### config.mk
export PLATFORM = sky130hd
export DESIGN_NAME = usb_crc_engine
export DESIGN_NICKNAME = d
export VERILOG_FILES = /design/src/rtl/usb_crc_pkg.sv /design/src/rtl/usb_crc_lane.sv /design/src/rtl/usb_pid_track.sv /design/src/rtl/usb_crc_rx.sv /design/src/rtl/usb_crc_tx.sv /design/src/rtl/usb_crc_engine.sv
export SDC_FILE = /design/constraint.sdc
export NUM_CORES = 1
export LEC_CHECK = 0
export CORE_AREA = 5 5 93 95
export CTS_CLUSTER_SIZE = 30
export DETAILED_ROUTE_END_ITERATION = 10
export DIE_AREA = 0 0 98 100
export GPL_ROUTABILITY_DRIVEN = 0
export MAX_ROUTING_LAYER = met4
export PLACE_DENSITY_LB_ADDON = 0.25
export REMOVE_ABC_BUFFERS = 1
export SYNTH_ARGS = -nofsm -noshare
export SYNTH_HDL_FRONTEND = slang
export SYNTH_HIERARCHICAL = 1
export SYNTH_SLANG_ARGS = --single-unit
### constraint.sdc
create_clock -name clk_i -period 1.8 [get_ports clk_i]
set_input_delay 0.18 -clock clk_i [delete_from_list [all_inputs] [get_ports clk_i]]
set_output_delay 0.18 -clock clk_i [all_outputs]
set_load 0.05 [all_outputs]
### src/rtl/usb_crc_pkg.sv
package usb_crc_pkg;
  localparam int unsigned PID_BITS  = 8;
  localparam int unsigned NUM_LANES = 2;

  typedef enum logic [1:0] {
    KIND_NONE = 2'd0,
    KIND_C5   = 2'd1,
    KIND_C16  = 2'd2
  } crc_kind_e;

  function automatic int unsigned lane_width(input int unsigned i);
    return (i == 0) ? 5 : 16;
  endfunction

  function automatic logic [15:0] lane_poly(input int unsigned i);
    return (i == 0) ? 16'h0005 : 16'h8005;
  endfunction

  function automatic logic [15:0] lane_residual(input int unsigned i);
    return (i == 0) ? 16'h000C : 16'h800D;
  endfunction

  function automatic crc_kind_e lane_kind(input int unsigned i);
    return (i == 0) ? KIND_C5 : KIND_C16;
  endfunction

  function automatic crc_kind_e decode_type(input logic [1:0] t);
    case (t)
      2'b01:   return KIND_C5;
      2'b11:   return KIND_C16;
      default: return KIND_NONE;
    endcase
  endfunction
endpackage

### src/rtl/usb_crc_lane.sv
module usb_crc_lane #(
  parameter int unsigned W    = 5,
  parameter logic [15:0] POLY = 16'h0005
) (
  input  logic         clk_i,
  input  logic         rst_ni,
  input  logic         init_i,
  input  logic         step_i,
  input  logic         bit_i,
  input  logic         shift_i,
  output logic [W-1:0] rem_o
);
  logic [W-1:0] rem_q, rem_step;
  logic         fb;

  always_comb begin
    fb       = bit_i ^ rem_q[W-1];
    rem_step = {rem_q[W-2:0], 1'b0} ^ (fb ? POLY[W-1:0] : '0);
  end

  always_ff @(posedge clk_i or negedge rst_ni) begin
    if (!rst_ni)      rem_q <= '1;
    else if (init_i)  rem_q <= '1;
    else if (step_i)  rem_q <= rem_step;
    else if (shift_i) rem_q <= {rem_q[W-2:0], 1'b1};
  end

  assign rem_o = rem_q;

  // no strobe, no change
  a_r9_idle_hold: assert property (@(posedge clk_i) disable iff (!rst_ni)
    (!init_i && !step_i && !shift_i) |=> $stable(rem_q));
  a_r6_preset: assert property (@(posedge clk_i) disable iff (!rst_ni)
    init_i |=> (rem_q == '1));
endmodule

### src/rtl/usb_pid_track.sv
module usb_pid_track
  import usb_crc_pkg::*;
#(
  parameter int unsigned NBITS = PID_BITS
) (
  input  logic      clk_i,
  input  logic      rst_ni,
  input  logic      sop_i,
  input  logic      valid_i,
  input  logic      bit_i,
  output crc_kind_e kind_o,
  output logic      body_o
);
  localparam int unsigned CW = $clog2(NBITS + 1);

  logic [CW-1:0] cnt_q;
  logic          t0_q;
  crc_kind_e     kind_q;

  assign body_o = (cnt_q == CW'(NBITS));
  assign kind_o = kind_q;

  always_ff @(posedge clk_i or negedge rst_ni) begin
    if (!rst_ni) begin
      cnt_q  <= '0;
      t0_q   <= 1'b0;
      kind_q <= KIND_NONE;
    end else if (sop_i) begin
      cnt_q  <= '0;
      kind_q <= KIND_NONE;
    end else if (valid_i && !body_o) begin
      cnt_q <= cnt_q + 1'b1;
      if (cnt_q == '0) t0_q <= bit_i;
      if (cnt_q == CW'(1)) kind_q <= decode_type({bit_i, t0_q});
    end
  end

  // type is fixed once the PID is complete
  a_r2_kind_frozen: assert property (@(posedge clk_i) disable iff (!rst_ni)
    (body_o && !sop_i) |=> $stable(kind_q));
endmodule

### src/rtl/usb_crc_rx.sv
module usb_crc_rx
  import usb_crc_pkg::*;
(
  input  logic       clk_i,
  input  logic       rst_ni,
  input  logic       sop_i,
  input  logic       valid_i,
  input  logic       bit_i,
  input  logic       eop_i,
  output logic       push_o,
  output logic [7:0] data_o,
  output logic       done_o,
  output logic       pass_o
);
  crc_kind_e              kind;
  logic                   body;
  logic [15:0]            rem [NUM_LANES];
  logic [NUM_LANES-1:0]   hit;
  logic [15:0]            rem_sel;
  logic                   pass_now;
  logic                   push_q, done_q, pass_q, hi_pend_q;
  logic [7:0]             data_q, hi_q;

  usb_pid_track u_pid (
    .clk_i, .rst_ni, .sop_i, .valid_i, .bit_i,
    .kind_o(kind), .body_o(body)
  );

  for (genvar g = 0; g < NUM_LANES; g++) begin : g_lane
    localparam int unsigned LW  = lane_width(g);
    localparam logic [15:0] LP  = lane_poly(g);
    localparam logic [15:0] RES = lane_residual(g);
    logic [LW-1:0] r;
    usb_crc_lane #(.W(LW), .POLY(LP)) u_lane (
      .clk_i, .rst_ni,
      .init_i (sop_i),
      .step_i (valid_i && body && kind == lane_kind(g)),
      .bit_i,
      .shift_i(1'b0),
      .rem_o  (r)
    );
    assign rem[g] = 16'(r);
    assign hit[g] = (kind == lane_kind(g)) && (r == RES[LW-1:0]);
  end

  always_comb begin
    rem_sel = '0;
    for (int i = 0; i < NUM_LANES; i++)
      if (kind == lane_kind(i)) rem_sel = rem[i];
    pass_now = (kind == KIND_NONE) || (|hit);
  end

  always_ff @(posedge clk_i or negedge rst_ni) begin
    if (!rst_ni) begin
      push_q <= 1'b0; done_q <= 1'b0; pass_q <= 1'b0; hi_pend_q <= 1'b0;
      data_q <= '0;   hi_q   <= '0;
    end else begin
      done_q <= eop_i;
      if (eop_i) begin
        push_q    <= (kind != KIND_NONE);
        hi_pend_q <= (kind != KIND_NONE);
        data_q    <= rem_sel[7:0];
        hi_q      <= rem_sel[15:8];
        pass_q    <= pass_now;
      end else begin
        push_q    <= hi_pend_q;
        hi_pend_q <= 1'b0;
        data_q    <= hi_q;
      end
    end
  end

  assign push_o = push_q;
  assign data_o = data_q;
  assign done_o = done_q;
  assign pass_o = pass_q;

  a_r3_done_after_eop: assert property (@(posedge clk_i) disable iff (!rst_ni)
    done_q |-> $past(eop_i));
  a_r3_byte_pair: assert property (@(posedge clk_i) disable iff (!rst_ni)
    (push_q && done_q && !eop_i) |=> (push_q && !done_q));
  a_r10_bypass_silent: assert property (@(posedge clk_i) disable iff (!rst_ni)
    (eop_i && kind == KIND_NONE) |=> !push_q);
endmodule

### src/rtl/usb_crc_tx.sv
module usb_crc_tx
  import usb_crc_pkg::*;
(
  input  logic       clk_i,
  input  logic       rst_ni,
  input  logic       sop_i,
  input  logic       valid_i,
  input  logic       bit_i,
  input  logic       crc_i,
  output logic       bit_o,
  output logic [4:0] crc_len_o
);
  crc_kind_e            kind;
  logic                 body;
  logic [NUM_LANES-1:0] msb;
  logic                 msb_sel;

  usb_pid_track u_pid (
    .clk_i, .rst_ni, .sop_i,
    .valid_i(valid_i && !crc_i),
    .bit_i,
    .kind_o (kind), .body_o(body)
  );

  for (genvar g = 0; g < NUM_LANES; g++) begin : g_lane
    localparam int unsigned LW = lane_width(g);
    localparam logic [15:0] LP = lane_poly(g);
    logic [LW-1:0] r;
    usb_crc_lane #(.W(LW), .POLY(LP)) u_lane (
      .clk_i, .rst_ni,
      .init_i (sop_i),
      .step_i (valid_i && !crc_i && body && kind == lane_kind(g)),
      .bit_i,
      .shift_i(valid_i && crc_i && kind == lane_kind(g)),
      .rem_o  (r)
    );
    assign msb[g] = r[LW-1];
  end

  always_comb begin
    msb_sel   = 1'b0;
    crc_len_o = '0;
    for (int i = 0; i < NUM_LANES; i++)
      if (kind == lane_kind(i)) begin
        msb_sel   = msb[i];
        crc_len_o = 5'(lane_width(i));
      end
    bit_o = (crc_i && kind != KIND_NONE) ? ~msb_sel : bit_i;
  end
endmodule

### src/rtl/usb_crc_engine.sv
module usb_crc_engine (
  input  logic       clk_i,
  input  logic       rst_ni,
  input  logic       rx_sop_i,
  input  logic       rx_valid_i,
  input  logic       rx_bit_i,
  input  logic       rx_eop_i,
  output logic       rx_fifo_push_o,
  output logic [7:0] rx_fifo_data_o,
  output logic       rx_done_o,
  output logic       rx_pass_o,
  input  logic       tx_sop_i,
  input  logic       tx_valid_i,
  input  logic       tx_bit_i,
  input  logic       tx_crc_i,
  output logic       tx_bit_o,
  output logic [4:0] tx_crc_len_o
);
  usb_crc_rx u_rx (
    .clk_i, .rst_ni,
    .sop_i  (rx_sop_i),
    .valid_i(rx_valid_i),
    .bit_i  (rx_bit_i),
    .eop_i  (rx_eop_i),
    .push_o (rx_fifo_push_o),
    .data_o (rx_fifo_data_o),
    .done_o (rx_done_o),
    .pass_o (rx_pass_o)
  );

  usb_crc_tx u_tx (
    .clk_i, .rst_ni,
    .sop_i    (tx_sop_i),
    .valid_i  (tx_valid_i),
    .bit_i    (tx_bit_i),
    .crc_i    (tx_crc_i),
    .bit_o    (tx_bit_o),
    .crc_len_o(tx_crc_len_o)
  );
endmodule

==> results of run 1 <==
## how the worst max path moves through the flow
| stage | to | startpoint | cells past startpoint | slack, ns |
|---|---|---|---|---|
| after floorplan | u_tx/g_lane[1].u_lane/rem_o[14]$_DFFE_PN1P_ | u_tx/u_pid/cnt_q[0]$_DFFE_PN0P_ | 9 | -0.11 |
| after global routing | u_tx/g_lane[1].u_lane/rem_o[15]$_DFFE_PN1P_ | u_tx/u_pid/cnt_q[1]$_DFFE_PN0P_ | 10 | -0.06 |
| after CTS | u_tx/g_lane[1].u_lane/rem_o[14]$_DFFE_PN1P_ | u_tx/u_pid/cnt_q[0]$_DFFE_PN0P_ | 9 | 0.0007 |
| final | u_rx/g_lane[1].u_lane/rem_o[8]$_DFFE_PN1P_ | u_rx/u_pid/cnt_q[0]$_DFFE_PN0P_ | 8 | 0.06 |
| after detailed placement | u_tx/g_lane[1].u_lane/rem_o[12]$_DFFE_PN1P_ | tx_crc_i | 6 | -0.02 |
| after global placement | u_tx/g_lane[1].u_lane/rem_o[14]$_DFFE_PN1P_ | tx_crc_i | 6 | 0.02 |
## power by group through the flow
stage / registers (uW) / clock network (uW) / logic (uW)
after floorplan: 1880 / 0 / 170
after global placement: 1830 / 0 / 405
after detailed placement: 1830 / 0 / 412
after CTS: 1800 / 1280 / 414
after global routing: 1810 / 1370 / 467
final: 1800 / 1230 / 428
## timing repair
item / 4_1_cts / 5_1_grt
hold buffers: 1 / 0
pin swaps: 1 / 8
hold endpoints to repair: 19 / 0
buffers inserted: 0 / 5
cloned: 0 / 2
resized for setup: 0 / 20
setup endpoints to repair: 1 / 37
## routing by layer
layer | track usage | up-vias | share of wire
met5 | - | - | 0
met4 | 0.0415 | 0 | 0.0050
met3 | 0.0445 | 4 | 0.030
met2 | 0.253 | 47 | 0.49
met1 | 0.213 | 1393 | 0.47
li1 | - | 1369 | -
## metrics by stage
step | setup TNS, ns | hold slack, ns | instance area (um2)
floorplan | -0.586 | -0.116 | 3770
global placement | 0 | 0.0788 | 4330
detailed placement | -0.0686 | 0.0800 | 4330
CTS | 0 | 0.250 | 4530
global route | -0.379 | 0.262 | 4640
finish | 0 | 0.257 | 4640
## placed cells by master (no fill, tap or decap), types with 5 or more instances in the layout
| cell type | instances |
|---|---|
| a22o_1 | 5 |
| clkdlybuf4s50_1 | 19 |
| nor2b_1 | 12 |
| xnor2_1 | 6 |
| a21o_1 | 7 |
| a211o_1 | 6 |
| clkbuf_8 | 10 |
| nor2_1 | 64 |
| nand2_1 | 6 |
| inv_1 | 8 |
| conb_1 | 11 |
| a21oi_1 | 10 |
| nor2_2 | 18 |
| buf_4 | 24 |
| a221oi_1 | 5 |
| dfrtp_1 | 34 |
| ha_1 | 5 |
| nand3b_1 | 8 |
| dfstp_2 | 42 |
| a21oi_2 | 24 |
| nand2b_1 | 9 |
## final cells by class
| type | count | area (um2) |
|---|---|---|
| fill | 635 | 3010 |
| inverter | 10 | 37.5 |
| sequential | 76 | 1950 |
| multi-input combinational | 274 | 1860 |
| clock buffer | 13 | 170 |
| tap | 102 | 128 |
| timing repair buffer | 49 | 472 |
| clock inverter | 3 | 20.0 |
## sequential cells by signal, indices dropped and copies added (netlist names)
register,count
u_rx/g_lane.u_lane/rem_o,21
u_tx/u_pid/t0_q,1
u_rx/u_pid/cnt_q,4
u_tx/g_lane.u_lane/rem_o,21
u_rx/hi_q,8
u_rx/u_pid/kind_o,2
u_tx/u_pid/cnt_q,4
u_rx/done_o,1
u_rx/hi_pend_q,1
u_rx/push_o,1
u_rx/data_o,8
u_tx/u_pid/kind_o,2
u_rx/u_pid/t0_q,1
u_rx/pass_o,1
## critical path: cells and delay by family, from the launching register on
kind	cells	cell delay, ns
compound gates	1	0.04
simple gates	5	0.98
flops	1	0.36
buf+inv	1	0.06
fa+ha+maj	1	0.20
## cell families (layout without fill, tap and decap cells)
| family | Yosys count | after routing | share of synthesized area |
|---|---|---|---|
| AO/OA/AOI/OAI | 78 | 78 | 0.154 |
| XOR/XNOR | 8 | 8 | 0.0178 |
| adder cells (fa/ha/maj) | 6 | 6 | 0.0191 |
| buffers and inverters | 31 | 75 | 0.0600 |
| flip-flops | 76 | 76 | 0.496 |
| multiplexers | 8 | 8 | 0.0235 |
| other | 2 | 11 | 0.00191 |
| AND/OR/NAND/NOR | 161 | 163 | 0.228 |
==> flow_metrics.tcl, run 1 <==
set metrics [dict create \
    drtPass1Iterations 4 \
    drcViolationCount 0 \
    synth_common_cells "nor2_1, dfstp_2, dfrtp_1, a21oi_2, nor2_2" \
    cts_max_level 3 \
    fin_cells 527 \
    start_kind "register" \
    grt_max_degree 58 \
    cts_made_buffers 9 \
    place_inst 504 \
    n_antenna_cell 0 \
    wl_per_cell_um 14.4 \
    fin_crit_sh 0.967 \
    synth_flop_cell "dfstp_2" \
    dieArea_mm2 0.00980 \
    cp_slowest_stage_delay_ns 0.51 \
    overflow 0 \
    swShare 0.260 \
    seq_power_share 0.520 \
    yosys.cell_types.count 59 \
    vias 2813 \
    antenna_found_initial 0 \
    synth_seq_cells 76 \
    timing.reg2reg.setup_slack_ns 0.06 \
    grt_pass1_wl_mm 12.8 \
    grt_pass1_vias 2723 \
    end_kind "register" \
    syn_inst 370 \
    crit_type "register to register" \
    r2r_cells 8 \
    max_slew_margin 0.666 \
    pin_count 27 \
    avgViaCountPerCell 5.34 \
    fp.dieW_um 98 \
    finalMaxSlewViolations 0 \
    arrival_ns 2.00 \
    finalPower_uw 3470 \
    io_buffers 24 \
    worst_slack_ns 0.0590 \
    cts_tree "built" \
    path_clk_slew_ns 0.08 \
    critPathMaxFanout 26 \
    vdd_ir_drop_max_mv 0.414 \
    critPathSlowestCell "or3_4" \
    netlist_area_mm2 0.00394 \
    outcome "complete, no violations" \
    dieHeight_um 100 \
    grt.total_usage 0.163 \
    post-route-min-period_ns 1.74 \
    clock_latency_ns 0.34 \
    rows 32 \
    ys_seq_area_frac 0.496 \
    powerDensity_mw_per_mm2 747 \
    ctsRootBufferMaster "clkbuf_8" \
    tightest_slew_ns 0.500 \
    drtIter0Drc 110 \
    nets 436 \
    cpMostUsedCell "nor2_1" \
    clk_path_buf_depth 2 \
    utilization 0.607 \
    p_int_uw 2560 \
    netlist.area_leader.share 0.280 \
    combPwrFrac 0.124 \
    synth_edf_count 0 \
    clockPowerShare 0.356 \
    synth-async-reset-ratio 1.00 \
    r2r-start "u_rx/u_pid/cnt_q[0]$_DFFE_PN0P_" \
    synth.most_common_cell "nor2_1" \
    drive_above_1_share 0.376 \
    initial_core_util 0.515 \
    yosysWarningCount 6 \
    dp_slack_ns -0.0199 \
    wl_mm 7.61 \
    power_switching_uw 902 \
    power.leakage_uw 0.00192 \
    yosys.area.top_type "dfstp_2" \
    dpl.hpwl_mm 5.06 \
    core-area_mm2 0.00765 \
    cp.required_ns 2.05 \
    syn_to_final_growth_pct 17.7 \
    ys_top_cells_by_area "dfstp_2, dfrtp_1, nor2_1" \
    rsz0062_at_grt "yes" \
    fin_skew_ns 0.0154 \
    ant_nets 0 \
    cp_cell_sequence "inv_1 -> ha_1 -> nand2_1 -> nor2_1 -> and3_1 -> or3_4 -> nor2_1 -> a21oi_2" \
    setup_viol 0 \
    cap_violations 0 \
    hold_violations 0 \
    timing.rr.end "u_rx/g_lane[1].u_lane/rem_o[8]$_DFFE_PN1P_" \
    fmax_mhz 574 \
    syn-mean-instance-area_um2 10.6 \
    min_path_type "input port to asynchronous set/reset pin" \
    numClockSinks 76 \
]
Power figures use the tool's default switching activity.
==> run 2: changes to the inputs <==
- SLEW_MARGIN: unset -> 40
==> results of run 2 <==
Same layout as run 1: the final DEF is identical, and so are final timing and power.
==> run 3: changes to the inputs <==
- CAP_MARGIN: unset -> 20
- PLACE_DENSITY: unset -> 0.83
- PLACE_DENSITY_LB_ADDON: 0.25 -> unset
==> run 3 against run 2 <==
  * The run now ends with setup timing left
  * First-iteration DRC count is 57% higher
  * Power is 5.4% higher
  * Sequential share of layout area is 0.54 points lower
  * Die area stayed put
  * Combinational power is 4% higher
  * Clock power is 15% higher
  * Worst setup slack worse by 0.091 ns
  * Non-clock buffer count is 1 lower
  * Utilization is 0.79 points higher
  * Clock skew is 0.0025 ns lower
  * Worst hold slack better by 0.13 ns
  * Largest power group unchanged
==> flow_metrics.tcl, run 3 (synthesis results as in run 1) <==
set metrics [dict create \
    swShare 0.254 \
    finalMaxSlewViolations 0 \
    pin_count 27 \
    combPwrFrac 0.121 \
    vdd_ir_drop_max_mv 0.414 \
    clock_latency_ns 0.34 \
    core-area_mm2 0.00765 \
    r2r_cells 10 \
    dpl.hpwl_mm 5.33 \
    fmax_mhz 546 \
    p_int_uw 2720 \
    drtIter0Drc 173 \
    cts_made_buffers 9 \
    cp_slowest_stage_delay_ns 0.40 \
    dieHeight_um 100 \
    grt_pass1_vias 2974 \
    powerDensity_mw_per_mm2 777 \
    setup_viol 1 \
    hold_violations 0 \
    wl_per_cell_um 15.6 \
    initial_core_util 0.515 \
    violations "setup timing" \
    cts_tree "built" \
    avgViaCountPerCell 5.58 \
    dieArea_mm2 0.00980 \
    grt_max_degree 77 \
    vias 2941 \
    fin_area_mm2 0.00470 \
    placed_area_mm2 0.00433 \
    grt_pass1_wl_mm 13.5 \
    max_slew_margin 0.660 \
    fin_crit_sh 1.02 \
    cap_violations 0 \
    antenna_found_initial 0 \
    timing.reg2reg.setup_slack_ns -0.03 \
    dp_slack_ns -0.00965 \
    min_path_type "input port to asynchronous set/reset pin" \
    tightest_slew_ns 0.508 \
    overflow 0 \
    drcViolationCount 0 \
    ant_nets 0 \
    n_antenna_cell 0 \
    rows 32 \
    r2r-start "u_tx/u_pid/cnt_q[0]$_DFFE_PN0P_" \
    power_switching_uw 928 \
    numClockSinks 76 \
    post-route-min-period_ns 1.83 \
    cp_cell_sequence "inv_2 -> ha_4 -> nand2_4 -> nor2_4 -> nand3b_1 -> nor2_4 -> buf_6 -> nor2b_1 -> o21ai_0 -> a31o_2" \
    critPathSlowestCell "dfrtp_1" \
    layout_commonest_cell "nor2_1" \
    rsz0062_at_grt "yes" \
    cpMostUsedCell "nor2_4" \
    power.leakage_uw 0.00193 \
    seq_power_share 0.494 \
    cts_max_level 3 \
    fin_skew_ns 0.0130 \
    path_clk_slew_ns 0.09 \
    cp.required_ns 2.08 \
    wl_mm 8.23 \
    grt.total_usage 0.172 \
    critPathBufInv 2 \
    drive_above_1_share 0.379 \
    nets 436 \
    ctsRootBufferMaster "clkbuf_8" \
    end_kind "register" \
    critPathMaxFanout 8 \
    syn_to_final_growth_pct 19.2 \
    clockPowerShare 0.385 \
    crit_type "register to register" \
    layout_common_cells "nor2_1, dfstp_2, dfrtp_1" \
    start_kind "register" \
    clk_path_buf_depth 2 \
    crit_family "simple AND/OR/NAND/NOR gates" \
    drtPass1Iterations 4 \
    outcome "complete, but fails checks" \
    worst_slack_ns -0.0318 \
    timing.rr.end "u_tx/g_lane[1].u_lane/rem_o[15]$_DFFE_PN1P_" \
    fp.dieW_um 98 \
    io_buffers 24 \
    arrival_ns 2.12 \
]
run 3: changes by cell type in the layout (fill, tap and decap cells not counted), moves of 2 or more:
cell	previous run	this run
nor2_2	18	16
bufinv_16	0	2
o21ai_2	4	2
nor2_4	1	4
buf_4	24	22
and3_4	0	2
clkinvlp_4	0	2
run 3: what timing repair did:
action / CTS / global route
resized for setup: 3 / 25
gates cloned: 1 / 2
hold buffers: 1 / 0
pin swaps: 2 / 10
buffers inserted: 0 / 3
setup endpoints to repair: 12 / 38
hold endpoints to repair: 34 / 0
run 3: cell type report:
class                   instances  area [um2]
clock inverters                 6        88.8
fillers                       601        2950
multi-input cells             275        1900
well taps                     102         128
clock buffers                  10         128
repair buffers                 48         462
flip-flops and latches         76        1950
inverters                      10        37.5
run 3: tightest hold or removal path, cell delays in order:
cell and delay, ns:
dlygate4sd3_1 0.52, buf_2 0.12, buf_12 0.33
run 3: power by group through the flow:
stage,combinational (uW),clock (uW),sequential (uW)
6_report,443,1410,1800
5_1_grt,480,1520,1810
4_1_cts,423,1440,1800
3_5_place_dp,416,0,1830
3_3_place_gp,403,0,1830
2_1_floorplan,170,0,1880
run 3: stage by stage:
step	utilization	TNS, ns	power, uW	std cells	hold slack [ns]
finish	0.614	-0.0318	3650	527	0.385
global route	0.614	-0.158	3800	527	0.428
CTS	0.598	0	3660	522	0.399
detailed placement	0.566	-0.00965	2250	504	0.243
global placement	0.566	0	2230	504	0.236
floorplan	-	-0.586	2050	358	-0.116
run 3: worst max-delay path by stage:
stage          slack (ns)                                     endpoint                            start  cells past startpoint
3_5_place_dp        -0.01  u_tx/g_lane[1].u_lane/rem_o[14]$_DFFE_PN1P_  u_tx/u_pid/cnt_q[0]$_DFFE_PN0P_                      9
3_3_place_gp         0.06  u_tx/g_lane[1].u_lane/rem_o[14]$_DFFE_PN1P_                         tx_crc_i                      6
4_1_cts             0.003  u_tx/g_lane[1].u_lane/rem_o[15]$_DFFE_PN1P_  u_tx/u_pid/cnt_q[0]$_DFFE_PN0P_                     10
6_report            -0.03  u_tx/g_lane[1].u_lane/rem_o[15]$_DFFE_PN1P_  u_tx/u_pid/cnt_q[0]$_DFFE_PN0P_                     10
2_1_floorplan       -0.11  u_tx/g_lane[1].u_lane/rem_o[14]$_DFFE_PN1P_  u_tx/u_pid/cnt_q[0]$_DFFE_PN0P_                      9
5_1_grt             -0.09  u_tx/g_lane[1].u_lane/rem_o[15]$_DFFE_PN1P_  u_tx/u_pid/cnt_q[1]$_DFFE_PN0P_                     10
run 3: routing by layer:
metal  GRT usage  share of wire
met1       0.216           0.45
met2       0.269           0.48
met3      0.0396          0.048
met4      0.0703          0.022
met5           -              0
